==> config.mk <==
export PLATFORM = sky130hd
export DESIGN_NAME = fu_opnd_ctrl
export DESIGN_NICKNAME = d
export VERILOG_FILES = /design/src/rtl/fu_opnd_pkg.sv /design/src/rtl/fu_opnd_lane.sv /design/src/rtl/fu_wb_track.sv /design/src/rtl/fu_opnd_ctrl.sv
export SDC_FILE = /design/constraint.sdc
export NUM_CORES = 1
export LEC_CHECK = 0
export BUFFER_PORTS_ARGS = -buffer_cell sky130_fd_sc_hd__buf_2
export CORE_AREA = 2 2 93 95
export DETAILED_ROUTE_END_ITERATION = 8
export DIE_AREA = 0 0 95 97
export GPL_ROUTABILITY_DRIVEN = 0
export PLACE_DENSITY = 0.79
export SLEW_MARGIN = 20
export SYNTH_ARGS = -nofsm -noshare
export SYNTH_HDL_FRONTEND = slang
export SYNTH_SLANG_ARGS = --single-unit
export TNS_END_PERCENT = 1
==> constraint.sdc <==
create_clock -name clk_i -period 2.4 [get_ports clk_i]
set_clock_uncertainty 0.15 [all_clocks]
set_input_delay 0.36 -clock clk_i [delete_from_list [all_inputs] [get_ports clk_i]]
set_output_delay 0.36 -clock clk_i [all_outputs]
set_load 0.1 [all_outputs]
==> src/rtl/fu_opnd_pkg.sv <==
package fu_opnd_pkg;
  typedef enum logic [1:0] {
    ST_IDLE   = 2'd0,
    ST_GATHER = 2'd1,
    ST_WRITE  = 2'd2
  } fu_state_e;
endpackage

==> src/rtl/fu_opnd_lane.sv <==
module fu_opnd_lane #(
  parameter int DATA_W = 16
) (
  input  logic              clk_i,
  input  logic              rst_ni,
  input  logic              clear_i,
  input  logic              cap_i,
  input  logic [DATA_W-1:0] data_i,
  output logic              got_o,
  output logic [DATA_W-1:0] data_o
);
  always_ff @(posedge clk_i or negedge rst_ni) begin
    if (!rst_ni) begin
      got_o  <= 1'b0;
      data_o <= '0;
    end else if (clear_i) begin
      got_o  <= 1'b0;
      data_o <= '0;
    end else if (cap_i) begin
      got_o  <= 1'b1;
      data_o <= data_i;
    end
  end
endmodule

==> src/rtl/fu_wb_track.sv <==
module fu_wb_track #(
  parameter int NUM_DST = 2,
  parameter int DATA_W  = 16
) (
  input  logic                      clk_i,
  input  logic                      rst_ni,
  input  logic                      clear_i,
  input  logic                      load_i,
  input  logic [NUM_DST-1:0]        ok_i,
  input  logic [NUM_DST*DATA_W-1:0] res_i,
  input  logic [NUM_DST-1:0]        ack_i,
  output logic [NUM_DST-1:0]        pend_o,
  output logic [NUM_DST*DATA_W-1:0] data_o,
  output logic                      empty_next_o
);
  always_ff @(posedge clk_i or negedge rst_ni) begin
    if (!rst_ni)      pend_o <= '0;
    else if (clear_i) pend_o <= '0;
    else if (load_i)  pend_o <= ok_i;
    else              pend_o <= pend_o & ~ack_i;
  end

  for (genvar d = 0; d < NUM_DST; d++) begin : g_res
    always_ff @(posedge clk_i or negedge rst_ni) begin
      if (!rst_ni)                 data_o[d*DATA_W +: DATA_W] <= '0;
      else if (load_i && ok_i[d])  data_o[d*DATA_W +: DATA_W] <= res_i[d*DATA_W +: DATA_W];
    end
  end

  assign empty_next_o = ((pend_o & ~ack_i) == '0);
endmodule

==> src/rtl/fu_opnd_ctrl.sv <==
module fu_opnd_ctrl
  import fu_opnd_pkg::*;
#(
  parameter int NUM_SRC = 3,
  parameter int NUM_DST = 2,
  parameter int DATA_W  = 16
) (
  input  logic                      clk_i,
  input  logic                      rst_ni,
  input  logic                      issue_i,
  input  logic [NUM_SRC-1:0]        rd_en_ni,
  input  logic [NUM_SRC-1:0]        src_strobe_i,
  input  logic [NUM_SRC*DATA_W-1:0] src_data_i,
  output logic [NUM_SRC-1:0]        src_req_o,
  output logic [NUM_SRC*DATA_W-1:0] alu_opnd_o,
  output logic                      alu_valid_o,
  input  logic                      alu_done_i,
  input  logic [NUM_DST-1:0]        alu_ok_i,
  input  logic [NUM_DST*DATA_W-1:0] alu_res_i,
  input  logic                      cancel_ni,
  output logic                      busy_o,
  output logic [NUM_DST-1:0]        wr_req_o,
  output logic [NUM_DST*DATA_W-1:0] wr_data_o,
  input  logic [NUM_DST-1:0]        wr_ack_i,
  output logic                      done_o
);
  localparam int OPND_W = NUM_SRC * DATA_W;

  fu_state_e          state_q, state_d;
  logic [NUM_SRC-1:0] skip_q;
  logic [NUM_SRC-1:0] got;
  logic [NUM_SRC-1:0] cap;
  logic [NUM_DST-1:0] pend;
  logic               gather, writing, all_sat, accept, wb_empty_next, lane_clear;
  logic [OPND_W-1:0]  opnd;

  assign gather  = (state_q == ST_GATHER);
  assign writing = (state_q == ST_WRITE);
  assign all_sat = &(got | skip_q);
  assign accept  = alu_valid_o & alu_done_i;

  always_comb begin
    state_d = state_q;
    unique case (state_q)
      ST_IDLE:   if (issue_i) state_d = ST_GATHER;
      ST_GATHER: begin
        if (!cancel_ni)  state_d = ST_IDLE;
        else if (accept) state_d = (|alu_ok_i) ? ST_WRITE : ST_IDLE;
      end
      ST_WRITE:  if (!cancel_ni || wb_empty_next) state_d = ST_IDLE;
      default:   state_d = ST_IDLE;
    endcase
  end

  always_ff @(posedge clk_i or negedge rst_ni) begin
    if (!rst_ni) begin
      state_q <= ST_IDLE;
      skip_q  <= '0;
    end else begin
      state_q <= state_d;
      // mask is captured once; later changes are not seen
      if (state_q == ST_IDLE && issue_i) skip_q <= rd_en_ni;
    end
  end

  // latches cleared on every idle cycle and on the way out
  assign lane_clear = (state_d == ST_IDLE);

  for (genvar i = 0; i < NUM_SRC; i++) begin : g_lane
    assign cap[i] = gather & src_strobe_i[i] & ~skip_q[i] & ~got[i];
    fu_opnd_lane #(.DATA_W(DATA_W)) i_lane (
      .clk_i  (clk_i),
      .rst_ni (rst_ni),
      .clear_i(lane_clear),
      .cap_i  (cap[i]),
      .data_i (src_data_i[i*DATA_W +: DATA_W]),
      .got_o  (got[i]),
      .data_o (opnd[i*DATA_W +: DATA_W])
    );
  end

  fu_wb_track #(.NUM_DST(NUM_DST), .DATA_W(DATA_W)) i_wb (
    .clk_i       (clk_i),
    .rst_ni      (rst_ni),
    .clear_i     (state_d == ST_IDLE),
    .load_i      (accept && (state_d == ST_WRITE)),
    .ok_i        (alu_ok_i),
    .res_i       (alu_res_i),
    .ack_i       (wr_ack_i & wr_req_o),
    .pend_o      (pend),
    .data_o      (wr_data_o),
    .empty_next_o(wb_empty_next)
  );

  assign busy_o      = (state_q != ST_IDLE);
  assign src_req_o   = gather ? (~skip_q & ~got) : '0;
  assign alu_opnd_o  = opnd;
  assign alu_valid_o = gather & all_sat & cancel_ni;
  assign wr_req_o    = (writing && cancel_ni) ? pend : '0;
  assign done_o      = cancel_ni & ((accept & ~(|alu_ok_i)) | (writing & wb_empty_next));
endmodule

* Word-level counts from Yosys, hierarchy flattened
Cells that the tools add are included.
** Storage, ports and cells
- Word-level logic and storage cells :: 82
- Input port bits :: 95
- Register bits after elaboration :: 90
- Output and inout bits :: 88
** Cells by class
- Equal/unequal tests :: 3
- Muxes and demuxes :: 22
- Reductions and logical operators :: 16
- Bitwise logic cells :: 30
** Operator list (count)
- 16-bit two-way mux :: 6
- 2-bit two-way mux :: 8
- 1-bit bitwise AND :: 15
- 2-bit nonzero test :: 4
- 1-bit inverter :: 7
- 2-bit zero test :: 3
- 1-bit two-way mux :: 6
- 3-bit inverter :: 2
- 2-bit case mux with 3 select lines :: 1
- 1-bit logical AND :: 5
- 2-bit bitwise AND :: 2
- 2-bit == test (second input constant) :: 2
- 3-bit bitwise AND :: 1
- 3-bit two-way mux :: 1
- 3-bit OR :: 1
- 3-bit AND reduction :: 1
- 2-bit by 1-bit == test with 1-bit output (second input constant) :: 1
- 2-bit inverter :: 1
- 2-bit OR reduction :: 1
- 1-bit zero test :: 1
- 1-bit logical OR :: 1
- 1-bit OR :: 1

* Logic depth before layout (Yosys ltp)
Gate-level depths: netlist of run 1.
- Depth after elaboration :: 14
- Gate-level depth with buffers :: 6
- Depth with buffers taken out :: 4

* Cells and area by module
Synthesis of run 1 repeated with hierarchy kept, for this count alone.
** Second synthesis, totals
- Cells, all modules :: 281
- Area, all modules :: 3741.1 um2
** Modules (own cells, without submodules)
- fu_opnd_lane :: area each 694.4 um2, times used 3, sequential area each 425.4 um2, cells an instance 55
- fu_wb_track :: area each 1287.5 um2, times used 1, sequential area each 850.8 um2, cells an instance 77
- fu_opnd_ctrl :: area each 370.4 um2, times used 1, sequential area each 125.1 um2, cells an instance 39

* Worst setup path before layout of run 1
OpenSTA, ideal clock, no wires.
- Path kind :: reg2out
- Start :: register state_q[1]
- End :: output done_o
- Slack :: -1919 ps
- Buffers on the path :: 0
- Stages on the path, launching flop included :: 5
- Arrival :: 3809 ps
- Data required time :: 1890 ps
- Cell sequence :: dfrtp_1 > nand3b_4 > nor3_1 > nand4_1 > nand2_1
** On the way
- Elaborated cells between the ends (all ways) :: 15
- Those cells by class :: eq/ne (2); mux (1); bitwise (10); reduce/logical (2)
** RTL lines
- start, declared :: line fu_opnd_ctrl.sv:29 : fu_state_e state_q, state_d;
- start signal, assigned :: line fu_opnd_ctrl.sv:60 : state_q <= state_d;
- 2-bit by 1-bit == test with 1-bit output :: line fu_opnd_ctrl.sv:37 : assign gather = (state_q == ST_GATHER);
- 1-bit bitwise AND (2 in a row) :: line fu_opnd_ctrl.sv:98 : assign alu_valid_o = gather & all_sat & cancel_ni;
- via alu_valid_o :: line fu_opnd_ctrl.sv:16 : output logic alu_valid_o,
- 1-bit bitwise AND :: line fu_opnd_ctrl.sv:40 : assign accept = alu_valid_o & alu_done_i;
- 1-bit bitwise AND :: line fu_opnd_ctrl.sv:100 : assign done_o = cancel_ni & ((accept & ~(|alu_ok_i)) | (writing & wb_empty_next));
- 1-bit OR :: line fu_opnd_ctrl.sv:100
- 1-bit bitwise AND :: line fu_opnd_ctrl.sv:100
- end, declared :: line fu_opnd_ctrl.sv:25 : output logic done_o
The timed path passes the listed nets, and every way through them passes these cells.

* Worst setup path after layout of run 1
- Start :: register state_q[1]
- End :: output done_o
** On the way
- Word-level cells in the longest chain between the ends :: 10
- Elaborated cells between the ends (all ways) :: 15
- Those cells by class :: eq/ne (2); mux (1); bitwise (10); reduce/logical (2)
** Ends and longest elaborated chain
- 2-bit == test :: line fu_opnd_ctrl.sv:38 : assign writing = (state_q == ST_WRITE);
- 1-bit logical AND :: line fu_opnd_ctrl.sv:99 : assign wr_req_o = (writing && cancel_ni) ? pend : '0;
- 2-bit two-way mux :: line fu_opnd_ctrl.sv:99
- 2-bit bitwise AND :: line fu_opnd_ctrl.sv:89 : .ack_i (wr_ack_i & wr_req_o),
- 2-bit inverter :: line fu_wb_track.sv:30 : assign empty_next_o = ((pend_o & ~ack_i) == '0);
- 2-bit bitwise AND :: line fu_wb_track.sv:30
- 2-bit zero test :: line fu_wb_track.sv:30
- 1-bit bitwise AND :: line fu_opnd_ctrl.sv:100
- 1-bit OR * :: line fu_opnd_ctrl.sv:100
- 1-bit bitwise AND * :: line fu_opnd_ctrl.sv:100
Every way passes the cells marked *; elsewhere a longest branch is shown, timed or not.

==> results of run 1 <==
==> sequential cells by signal, indices dropped and copies added, names as in the netlist <==
signal	flops
state_q	2
g_lane.i_lane.got_o	3
g_lane.i_lane.data_o	48
skip_q	3
i_wb.pend_o	2
i_wb.data_o	32
==> worst min-delay path, stage by stage <==
cell and delay [ns]:
buf_2 0.10, nand2_1 0.05, a21oi_1 0.05
==> per-layer routing <==
metal	wire length (um)	GRT usage, %
met5	13	0
met1	3710	23.6
met3	811	7.09
met2	4400	34.2
met4	49	5.91
==> timing repair <==
item                                    CTS  global route
pin swaps                                 0             1
endpoints found under the hold margin    40             0
resized for setup                         1             3
buffers inserted                          0             1
hold buffers                              1             0
endpoints found under the setup margin    1             2
==> kinds of logic after synthesis <==
group	after synthesis	synth area share (%)
AOI/OAI and AO/OA	56	7.83
and+or+nand+nor	141	17.0
buffers and inverters	18	3.46
muxes	35	10.7
DFF	90	61.0
==> through the flow <==
stage	power, mW	hold slack, ns	TNS [ns]	utilization, %
floorplan	5.49	-0.0856	-3.82	-
finish	7.10	0.0844	0	60.3
detailed placement	6.14	0.225	0	57.6
global placement	6.08	0.218	0	57.6
global route	7.40	0.0680	0	60.3
CTS	7.15	0.0697	0	60.1
==> placed cells by master, fill, tap and decap left out, drive strengths merged, types with 2 or more instances in the layout <==
| cell type | netlist | final |
|---|---|---|
| nand3b | 2 | 2 |
| clkinvlp | 0 | 3 |
| dfrtp | 90 | 90 |
| nand3 | 6 | 6 |
| buf | 8 | 186 |
| and2 | 2 | 2 |
| a21oi | 49 | 49 |
| o21ai | 4 | 4 |
| clkbuf | 9 | 13 |
| and3 | 3 | 3 |
| mux2 | 35 | 35 |
| nor3 | 4 | 4 |
| nor2 | 12 | 12 |
| nor2b | 3 | 3 |
| nand2 | 101 | 101 |
==> power by group through the flow <==
stage / logic (mW) / clock network (mW) / registers (mW)
3_5_place_dp: 4.01 / 0 / 2.12
4_1_cts: 4.01 / 1.03 / 2.10
2_1_floorplan: 0.836 / 0 / 4.65
6_report: 4.00 / 1.00 / 2.10
5_1_grt: 4.14 / 1.10 / 2.15
3_3_place_gp: 3.97 / 0 / 2.11
==> cell type report <==
class	count	area [sq um]
inverter	1	3.75
fill	716	3230
tap	105	131
multi-input combinational	232	1340
sequential	90	2250
clock inverter	4	52.6
clock buffer	12	135
timing repair buffer	188	995
==> how the worst min path moves through the flow <==
stage	cells after the start	end	slack, ns
final	3	g_lane[2].i_lane.data_o[7]	0.08
after global placement	1	g_lane[1].i_lane.data_o[10]	0.22
after CTS	3	g_lane[2].i_lane.data_o[7]	0.07
after detailed placement	1	g_lane[1].i_lane.data_o[10]	0.23
after floorplan	0	g_lane[0].i_lane.data_o[0]	-0.09
after global routing	2	i_wb.data_o[18]	0.07
==> flow_metrics.env, run 1 <==
export IMPL_run_status="finished, final reports clean"
export IMPL_timing_fmax_mhz=443
export IMPL_via_count=3147
export IMPL_synth_ff_type="dfrtp_1"
export IMPL_critPathMaxFanout=6
export IMPL_floorplan_core_area_sq_um=8130
export IMPL_routed_wire_length_per_instance_um=14.2
export IMPL_cp_num_buf_inv=1
export IMPL_placementRows=33
export IMPL_final_hold_violation_count=0
export IMPL_worst_skew_pair_late_latency_ns=0.35
export IMPL_final_min_period_over_clock_period_pct=94.1
export IMPL_cts_buffer_depth=2
export IMPL_edff_count_synth=0
export IMPL_worstSetupPathType="reg2out"
export IMPL_critPathArrivalTime_ns=1.75
export IMPL_worst_setup_path_start_kind="flop"
export IMPL_slew_limit_headroom_pct=59.1
export IMPL_vdd_ir_drop_max_uv=1110
export IMPL_remaining_drc_errors=0
export IMPL_netlist_area_leader_share_pct=61.0
export IMPL_seq_power_share_pct=29.6
export IMPL_postRouteAntennaNets=0
export IMPL_yosys_register_bits=90
export IMPL_cap_viol_max_count=0
export IMPL_slowest_stage="dfrtp_1"
export IMPL_power_density_cell_area_nw_per_um2=1450
export IMPL_r2r_setup_slack_ns=0.26
export IMPL_floorplan_die_width_um=95
export IMPL_switch_share_pct=57.4
export IMPL_start_util_pct=45.4
export IMPL_clock_sinks=90
export IMPL_cts_root_buffer_cell="clkbuf_8"
export IMPL_pin_count_of_the_biggest_net_entering_global_routing=52
export IMPL_global_route_usage_total_pct=20.1
export IMPL_place_worst_setup_slack_ns=0.298
export IMPL_worstSetupEndpoint="done_o"
export IMPL_globalRouteOverflowTotal=0
export IMPL_rsz_0062_raised_after_global_routing="false"
export IMPL_worst_path_largest_cell_delay_ns=0.45
export IMPL_power_leakage_nw=2.62
export IMPL_timing_hold_worst_class="in2reg"
export IMPL_setup_slack_ns=0.142
export IMPL_required_ns=1.89
export IMPL_drt_pass1_iter_count=4
export IMPL_die_h_um=97
export IMPL_ys_top_cells_by_count="nand2_1 (101), dfrtp_1 (90), a21oi_1 (48)"
export IMPL_timing_rr_end="g_lane[0].i_lane.data_o[5]"
export IMPL_comb_power_share_pct=56.3
export IMPL_regToRegStartpoint="state_q[1]"
export IMPL_critical_path_endpoint_type="primary output"
export IMPL_proportion_of_register_bits_with_asynchronous_set_or_reset_after_synthesis_pct=100
export IMPL_global_route_wire_length_before_repair_um=14600
export IMPL_placedCellCount=614
export IMPL_setup_violations=0
export IMPL_yosysTopAreaCell="dfrtp_1"
export IMPL_syn_to_final_growth_pct=33.0
export IMPL_post_layout_nonfiller_instances=632
export IMPL_wl_um=8990
export IMPL_worst_path_stages=5
export IMPL_floorplan_die_area_sq_um=9220
export IMPL_cts_htree_levels=3
export IMPL_tritoncts="yes"
export IMPL_worst_slew_pin_tran_ns=0.612
export IMPL_ios=183
export IMPL_yosys_cell_types_count=29
export IMPL_syn_area_sq_um=3690
export IMPL_grt_antenna_before_repair=1
export IMPL_numCtsBuffers=9
export IMPL_dpl_hpwl_um=6570
export IMPL_crit_path_cell_trace="nand3b_4 -> nor3_4 -> nand4_1 -> nand2_1 -> buf_6"
export IMPL_io_buffer_count=182
export IMPL_period_needed_ns=2.26
export IMPL_design_final_nets=617
export IMPL_synth_area_per_cell_sq_um=10.9
export IMPL_synthTopCellsByArea="dfrtp_1 (61%), mux2_2 (11%), nand2_1 (10%)"
export IMPL_proportion_of_layout_cells_with_a_drive_suffix_above_1_pct=46.5
export IMPL_synth_yosys_warnings=0
export IMPL_power_switching_mw=4.08
export IMPL_synthesis_nets=435
export IMPL_r2r_worst_path_cells=5
export IMPL_dpl_cell_area_sq_um=4690
export IMPL_finalInstanceArea_sq_um=4910
export IMPL_avgViaCountPerCell=4.98
export IMPL_critical_path_startpoint="state_q[1]"
export IMPL_internal_mw=3.02
export IMPL_power_clock_fraction_pct=14.1
export IMPL_synth_seq_area_share_pct=61.0
export IMPL_synth_most_common_cell="nand2_1"
export IMPL_kind_of_cell_with_the_highest_combined_delay_on_the_critical_path="simple AND/OR/NAND/NOR gates"
export IMPL_syn_inst=340
export IMPL_clock_transition_time_at_the_flip_flop_clock_pins_of_the_worst_setup_and_hold_paths_ns=0.09
export IMPL_insertedDiodeCount=0
export IMPL_detailedRoute_firstIterationViolations=152
export IMPL_final_max_slew_viol_count=0
export IMPL_hold_path_startpoint="src_data_i[39]"
export IMPL_number_of_global_route_vias_before_repair=3223
Power figures use the tool's default switching activity.
==> run 2, diff against run 1 <==
Settings changed: CELL_PAD_IN_SITES_DETAIL_PLACEMENT set to 0, CELL_PAD_IN_SITES_GLOBAL_PLACEMENT set to 2, CORE_AREA 2 2 93 95 to 2 2 120 122, DIE_AREA 0 0 95 97 to 0 0 122 124, PLACE_DENSITY 0.79 to not set, PLACE_DENSITY_LB_ADDON set to 0.1.
==> flow_metrics.env, run 2 (synthesis results as in run 1) <==
export IMPL_required_ns=1.89
export IMPL_final_min_period_over_clock_period_pct=93.6
export IMPL_insertedDiodeCount=0
export IMPL_worst_slew_pin_tran_ns=0.597
export IMPL_power_leakage_nw=2.69
export IMPL_global_route_usage_total_pct=14.1
export IMPL_cts_htree_levels=3
export IMPL_placementRows=43
export IMPL_number_of_global_route_vias_before_repair=3185
export IMPL_detailedRoute_firstIterationViolations=111
export IMPL_run_status="finished, final reports clean"
export IMPL_slowest_stage="dfrtp_1"
export IMPL_mostFrequentLayoutCell="buf_2"
export IMPL_timing_hold_worst_class="in2reg"
export IMPL_clock_sinks=90
export IMPL_r2r_worst_path_cells=5
export IMPL_largest_register="g_lane.i_lane.data_o"
export IMPL_vdd_ir_drop_max_uv=961
export IMPL_dpl_hpwl_um=7470
export IMPL_number_of_inserted_filler_cells_in_the_final_layout=1452
export IMPL_slew_limit_headroom_pct=60.2
export IMPL_worst_path_stages=5
export IMPL_final_max_slew_viol_count=0
export IMPL_post_layout_nonfiller_instances=714
export IMPL_drt_pass1_iter_count=4
export IMPL_r2r_setup_slack_ns=0.36
export IMPL_worst_setup_path_start_kind="flop"
export IMPL_via_count=3075
export IMPL_final_hold_violation_count=0
export IMPL_tritoncts="yes"
export IMPL_largest_reg_flops=48
export IMPL_worstSetupPathType="reg2out"
export IMPL_floorplan_die_width_um=122
export IMPL_numCtsBuffers=9
export IMPL_die_h_um=124
export IMPL_setup_total_negative_slack_ns=0
export IMPL_cts_buffer_depth=2
export IMPL_floorplan_die_area_sq_um=15100
export IMPL_power_density_cell_area_nw_per_um2=1450
export IMPL_critical_path_endpoint_type="primary output"
export IMPL_critPathMaxFanout=6
export IMPL_timing_fmax_mhz=445
export IMPL_placedCellCount=697
export IMPL_routed_wire_length_per_instance_um=14.4
export IMPL_critPathArrivalTime_ns=1.74
export IMPL_place_worst_setup_slack_ns=0.317
export IMPL_regToRegStartpoint="state_q[1]"
export IMPL_globalRouteOverflowTotal=0
export IMPL_largest_registers="g_lane.i_lane.data_o (48), i_wb.data_o (32)"
export IMPL_clock_transition_time_at_the_flip_flop_clock_pins_of_the_worst_setup_and_hold_paths_ns=0.06
export IMPL_rsz_0062_raised_after_global_routing="false"
export IMPL_floorplan_core_area_sq_um=13700
export IMPL_kind_of_cell_with_the_highest_combined_delay_on_the_critical_path="simple AND/OR/NAND/NOR gates"
export IMPL_pin_count_of_the_biggest_net_entering_global_routing=45
export IMPL_cp_num_buf_inv=1
export IMPL_totalPowerFinal_mw=7.44
export IMPL_setup_slack_ns=0.154
export IMPL_design_final_nets=624
export IMPL_wl_um=10300
export IMPL_grt_antenna_before_repair=0
export IMPL_crit_path_cell_trace="nand3b_4 -> nor3_4 -> nand4_1 -> nand2_1 -> buf_4"
export IMPL_period_needed_ns=2.25
export IMPL_worstSetupEndpoint="done_o"
export IMPL_start_util_pct=26.9
export IMPL_cap_viol_max_count=0
export IMPL_global_route_wire_length_before_repair_um=16200
export IMPL_io_buffer_count=182
export IMPL_critical_path_startpoint="state_q[1]"
export IMPL_postRouteAntennaNets=0
export IMPL_avgViaCountPerCell=4.31
export IMPL_worst_skew_pair_late_latency_ns=0.34
export IMPL_syn_to_final_growth_pct=38.9
export IMPL_cts_root_buffer_cell="clkbuf_16"
export IMPL_ios=183
export IMPL_setup_violations=0
export IMPL_proportion_of_layout_cells_with_a_drive_suffix_above_1_pct=47.0
export IMPL_remaining_drc_errors=0
export IMPL_timing_rr_end="g_lane[1].i_lane.data_o[0]"
export IMPL_mostFrequentLayoutCells="buf_2 (180), nand2_1 (101), dfrtp_1 (90), a21oi_1 (48), mux2_2 (35)"
export IMPL_worst_path_largest_cell_delay_ns=0.42
run 2: cell count changes in the layout (fill, tap and decap cells not counted):
cell        delta
buf_6          -1
clkinvlp_4     -2
buf_2          +1
clkbuf_4       -1
bufinv_16      -1
clkbuf_1       +1
clkinv_2       +1
buf_4          +8
clkbuf_16      +9
clkbuf_8       -8
run 2: repair_timing:
action	CTS	global route
resized for setup	1	1
setup buffers	0	0
hold buffers	1	0
hold endpoints to repair	41	0
setup endpoints to repair	1	1
run 2: worst register-to-register path, cell delays in order, from the launching register on:
cell      delay, ns
dfrtp_1        0.42
nand3b_4       0.22
or4_4          0.57
and4b_2        0.27
buf_12         0.18
a21oi_1        0.15
run 2: area by class of cell:
class	count	area (sq um)	area share (%)
clock buffers	14	254	4.95
clock inverters	2	12.5	0.244
inverters	1	3.75	0.0732
multi-input cells	232	1340	26.1
flip-flops and latches	90	2250	43.9
well taps	180	225	4.39
repair buffers	195	1040	20.3
run 2: worst min path at each step:
stage	from	endpoint	slack [ns]	depth (start not counted)
after floorplan	rst_ni	g_lane[0].i_lane.data_o[0]	-0.09	0
after global placement	rst_ni	g_lane[2].i_lane.data_o[2]	0.26	1
after detailed placement	rst_ni	g_lane[2].i_lane.data_o[2]	0.26	1
after CTS	alu_res_i[28]	i_wb.data_o[28]	0.08	2
after global routing	src_data_i[23]	g_lane[1].i_lane.data_o[7]	0.09	3
final	alu_res_i[12]	i_wb.data_o[12]	0.1	2
run 2: report_power, final:
part / leakage (nW) / internal, mW / switching [mW]
sequential: 1.22 / 1.89 / 0.203
combinational: 1.35 / 0.673 / 3.37
clock: 0.127 / 0.731 / 0.567
run 2: layer usage:
layer / vias up / global-route usage, % / routed length, um
li1: 1510 / - / -
met1: 1430 / 17.5 / 4430
met2: 124 / 21.9 / 4620
met3: 11 / 5.04 / 1040
met4: 0 / 6.47 / 167
met5: - / 0 / 0
run 2: metrics by stage:
step	hold WS (ns)	util, %	instance area (sq um)
2_1_floorplan	-0.0856	-	3700
3_3_place_gp	0.258	35.3	4840
3_5_place_dp	0.263	35.3	4840
4_1_cts	0.0817	37.3	5120
5_1_grt	0.0878	37.4	5130
6_report	0.0993	37.4	5130
==> run 3, diff against run 2 <==
Clock period 2.4 ns to 2.3 ns, I/O delays scaled along.
==> flow_metrics.env, run 3 (synthesis results as in run 1) <==
export IMPL_globalRouteOverflowTotal=0
export IMPL_slew_limit_headroom_pct=66.2
export IMPL_cap_viol_max_count=0
export IMPL_dpl_cell_area_sq_um=4910
export IMPL_worst_path_largest_cell_delay_ns=0.49
export IMPL_clock_transition_time_at_the_flip_flop_clock_pins_of_the_worst_setup_and_hold_paths_ns=0.07
export IMPL_clock_sinks=90
export IMPL_comb_power_share_pct=51.8
export IMPL_die_h_um=124
export IMPL_power_leakage_nw=2.77
export IMPL_pin_count_of_the_biggest_net_entering_global_routing=35
export IMPL_setup_slack_ns=0.111
export IMPL_final_core_util_pct=38.6
export IMPL_run_status="finished, final reports clean"
export IMPL_proportion_of_layout_cells_with_a_drive_suffix_above_1_pct=48.8
export IMPL_required_ns=1.80
export IMPL_cts_setup_buffers=0
export IMPL_worst_skew_pair_late_latency_ns=0.34
export IMPL_remaining_drc_errors=0
export IMPL_period_needed_ns=2.19
export IMPL_rsz_0062_raised_after_global_routing="false"
export IMPL_drt_pass1_iter_count=4
export IMPL_grt_met2_use_pct=23.1
export IMPL_critPathMaxFanout=4
export IMPL_wl_um=10600
export IMPL_ios=183
export IMPL_slowest_stage="buf_2"
export IMPL_power_switching_mw=4.37
export IMPL_placedCellCount=700
export IMPL_post_layout_nonfiller_instances=717
export IMPL_grt_busiest_layer="met2"
export IMPL_mostFrequentLayoutCell="buf_2"
export IMPL_detailedRoute_firstIterationViolations=183
export IMPL_cts_buffer_depth=2
export IMPL_power_clock_fraction_pct=21.7
export IMPL_postRouteAntennaNets=0
export IMPL_switch_share_pct=52.9
export IMPL_placementRows=43
export IMPL_setup_violations=0
export IMPL_crit_path_cell_trace="o22ai_2 -> nor3_4 -> buf_2"
export IMPL_largest_reg_flops=48
export IMPL_timing_fmax_mhz=457
export IMPL_floorplan_die_area_sq_um=15100
export IMPL_global_route_usage_total_pct=14.4
export IMPL_final_hold_violation_count=0
export IMPL_via_count=3100
export IMPL_largest_registers="g_lane.i_lane.data_o (48), i_wb.data_o (32)"
export IMPL_worst_setup_path_start_kind="flop"
export IMPL_met3_usage_pct=4.30
export IMPL_dpl_hpwl_um=7850
export IMPL_worstSetupPathType="reg2out"
export IMPL_power_density_cell_area_nw_per_um2=1560
export IMPL_critical_path_endpoint_type="primary output"
export IMPL_finalInstanceArea_sq_um=5300
export IMPL_critPathArrivalTime_ns=1.69
export IMPL_final_max_slew_viol_count=0
export IMPL_mostFrequentLayoutCells="buf_2 (178), nand2_1 (100), dfrtp_1 (90), a21oi_1 (48), mux2_2 (35)"
export IMPL_cts_htree_levels=3
export IMPL_grt_antenna_before_repair=0
export IMPL_number_of_global_route_vias_before_repair=3143
export IMPL_r2r_setup_slack_ns=0.25
export IMPL_worst_slew_pin_tran_ns=0.511
export IMPL_start_util_pct=26.9
export IMPL_seq_power_share_pct=26.5
export IMPL_numCtsBuffers=9
export IMPL_design_final_nets=627
export IMPL_timing_hold_worst_class="in2reg"
export IMPL_place_worst_setup_slack_ns=0.184
export IMPL_groute_layer_met1_usage_pct=17.7
export IMPL_setup_total_negative_slack_ns=0
export IMPL_cts_root_buffer_cell="clkbuf_16"
export IMPL_syn_to_final_growth_pct=43.7
export IMPL_largest_register="g_lane.i_lane.data_o"
export IMPL_insertedDiodeCount=0
export IMPL_io_buffer_count=182
export IMPL_avgViaCountPerCell=4.32
export IMPL_internal_mw=3.89
export IMPL_tritoncts="yes"
export IMPL_routed_wire_length_per_instance_um=14.8
export IMPL_global_route_wire_length_before_repair_um=16300
export IMPL_floorplan_die_width_um=122
export IMPL_vdd_ir_drop_max_uv=1180
export IMPL_floorplan_core_area_sq_um=13700
export IMPL_final_min_period_over_clock_period_pct=95.2
==> run 3: changes by cell type in the layout (fill, tap and decap cells not counted), moves of 2 or more <==
cell	delta
buf_4	+2
buf_12	+2
bufinv_16	+4
nor3_1	-3
buf_2	-2
clkbuf_1	-4
nor3_2	+3
==> run 3: what timing repair did <==
item	4_1_cts	5_1_grt
setup endpoints to repair	3	1
hold endpoints to repair	22	0
pin swaps	0	0
gates resized for setup	2	1
hold buffers	1	0
==> run 3: critical path, delay by kind of cell (launching register included) <==
kind,cells,cell delay (ns)
AND/OR/NAND/NOR,1,0.26
buffers and inverters,1,0.49
flip-flops,1,0.41
AO/OA/AOI/OAI,1,0.18
==> run 3: stage by stage <==
stage	power, mW	hold WS (ns)
floorplan	5.74	-0.101
global placement	6.51	0.133
detailed placement	6.54	0.131
CTS	8.39	0.0584
global route	8.64	0.0630
finish	8.27	0.0750
==> run 3: worst paths after layout <==
path,from,endpoint,cells after the start
max,skip_q[1],alu_valid_o,3
min,alu_res_i[14],i_wb.data_o[14],2
max reg2reg,state_q[1],g_lane[1].i_lane.data_o[13],5
min reg2reg,i_wb.data_o[14],i_wb.data_o[14],1
max in group asynchronous,rst_ni,i_wb.data_o[12],3
min in group asynchronous,rst_ni,g_lane[2].i_lane.data_o[8],2
==> run 3: routing by layer <==
metal,share of wire [%],wire (um)
met1,42,4440
met2,49,5150
met3,7.2,758
met4,2.3,239
met5,0,0
==> run 3: area by class of cell <==
class	count	area, sq um
Inverter	1	3.75
Fill cell	1447	8420
Sequential cell	90	2250
Timing Repair Buffer	198	1090
Multi-Input combinational cell	232	1360
Clock buffer	9	225
Clock inverter	7	141
Tap cell	180	225
==> run 3: power by group through the flow <==
stage               Combinational (mW)  Clock, mW  Sequential [mW]
floorplan                        0.880          0             4.86
global placement                  4.30          0             2.20
detailed placement                4.31          0             2.22
CTS                               4.33       1.87             2.20
global route                      4.45       1.94             2.25
finish                            4.28       1.79             2.19
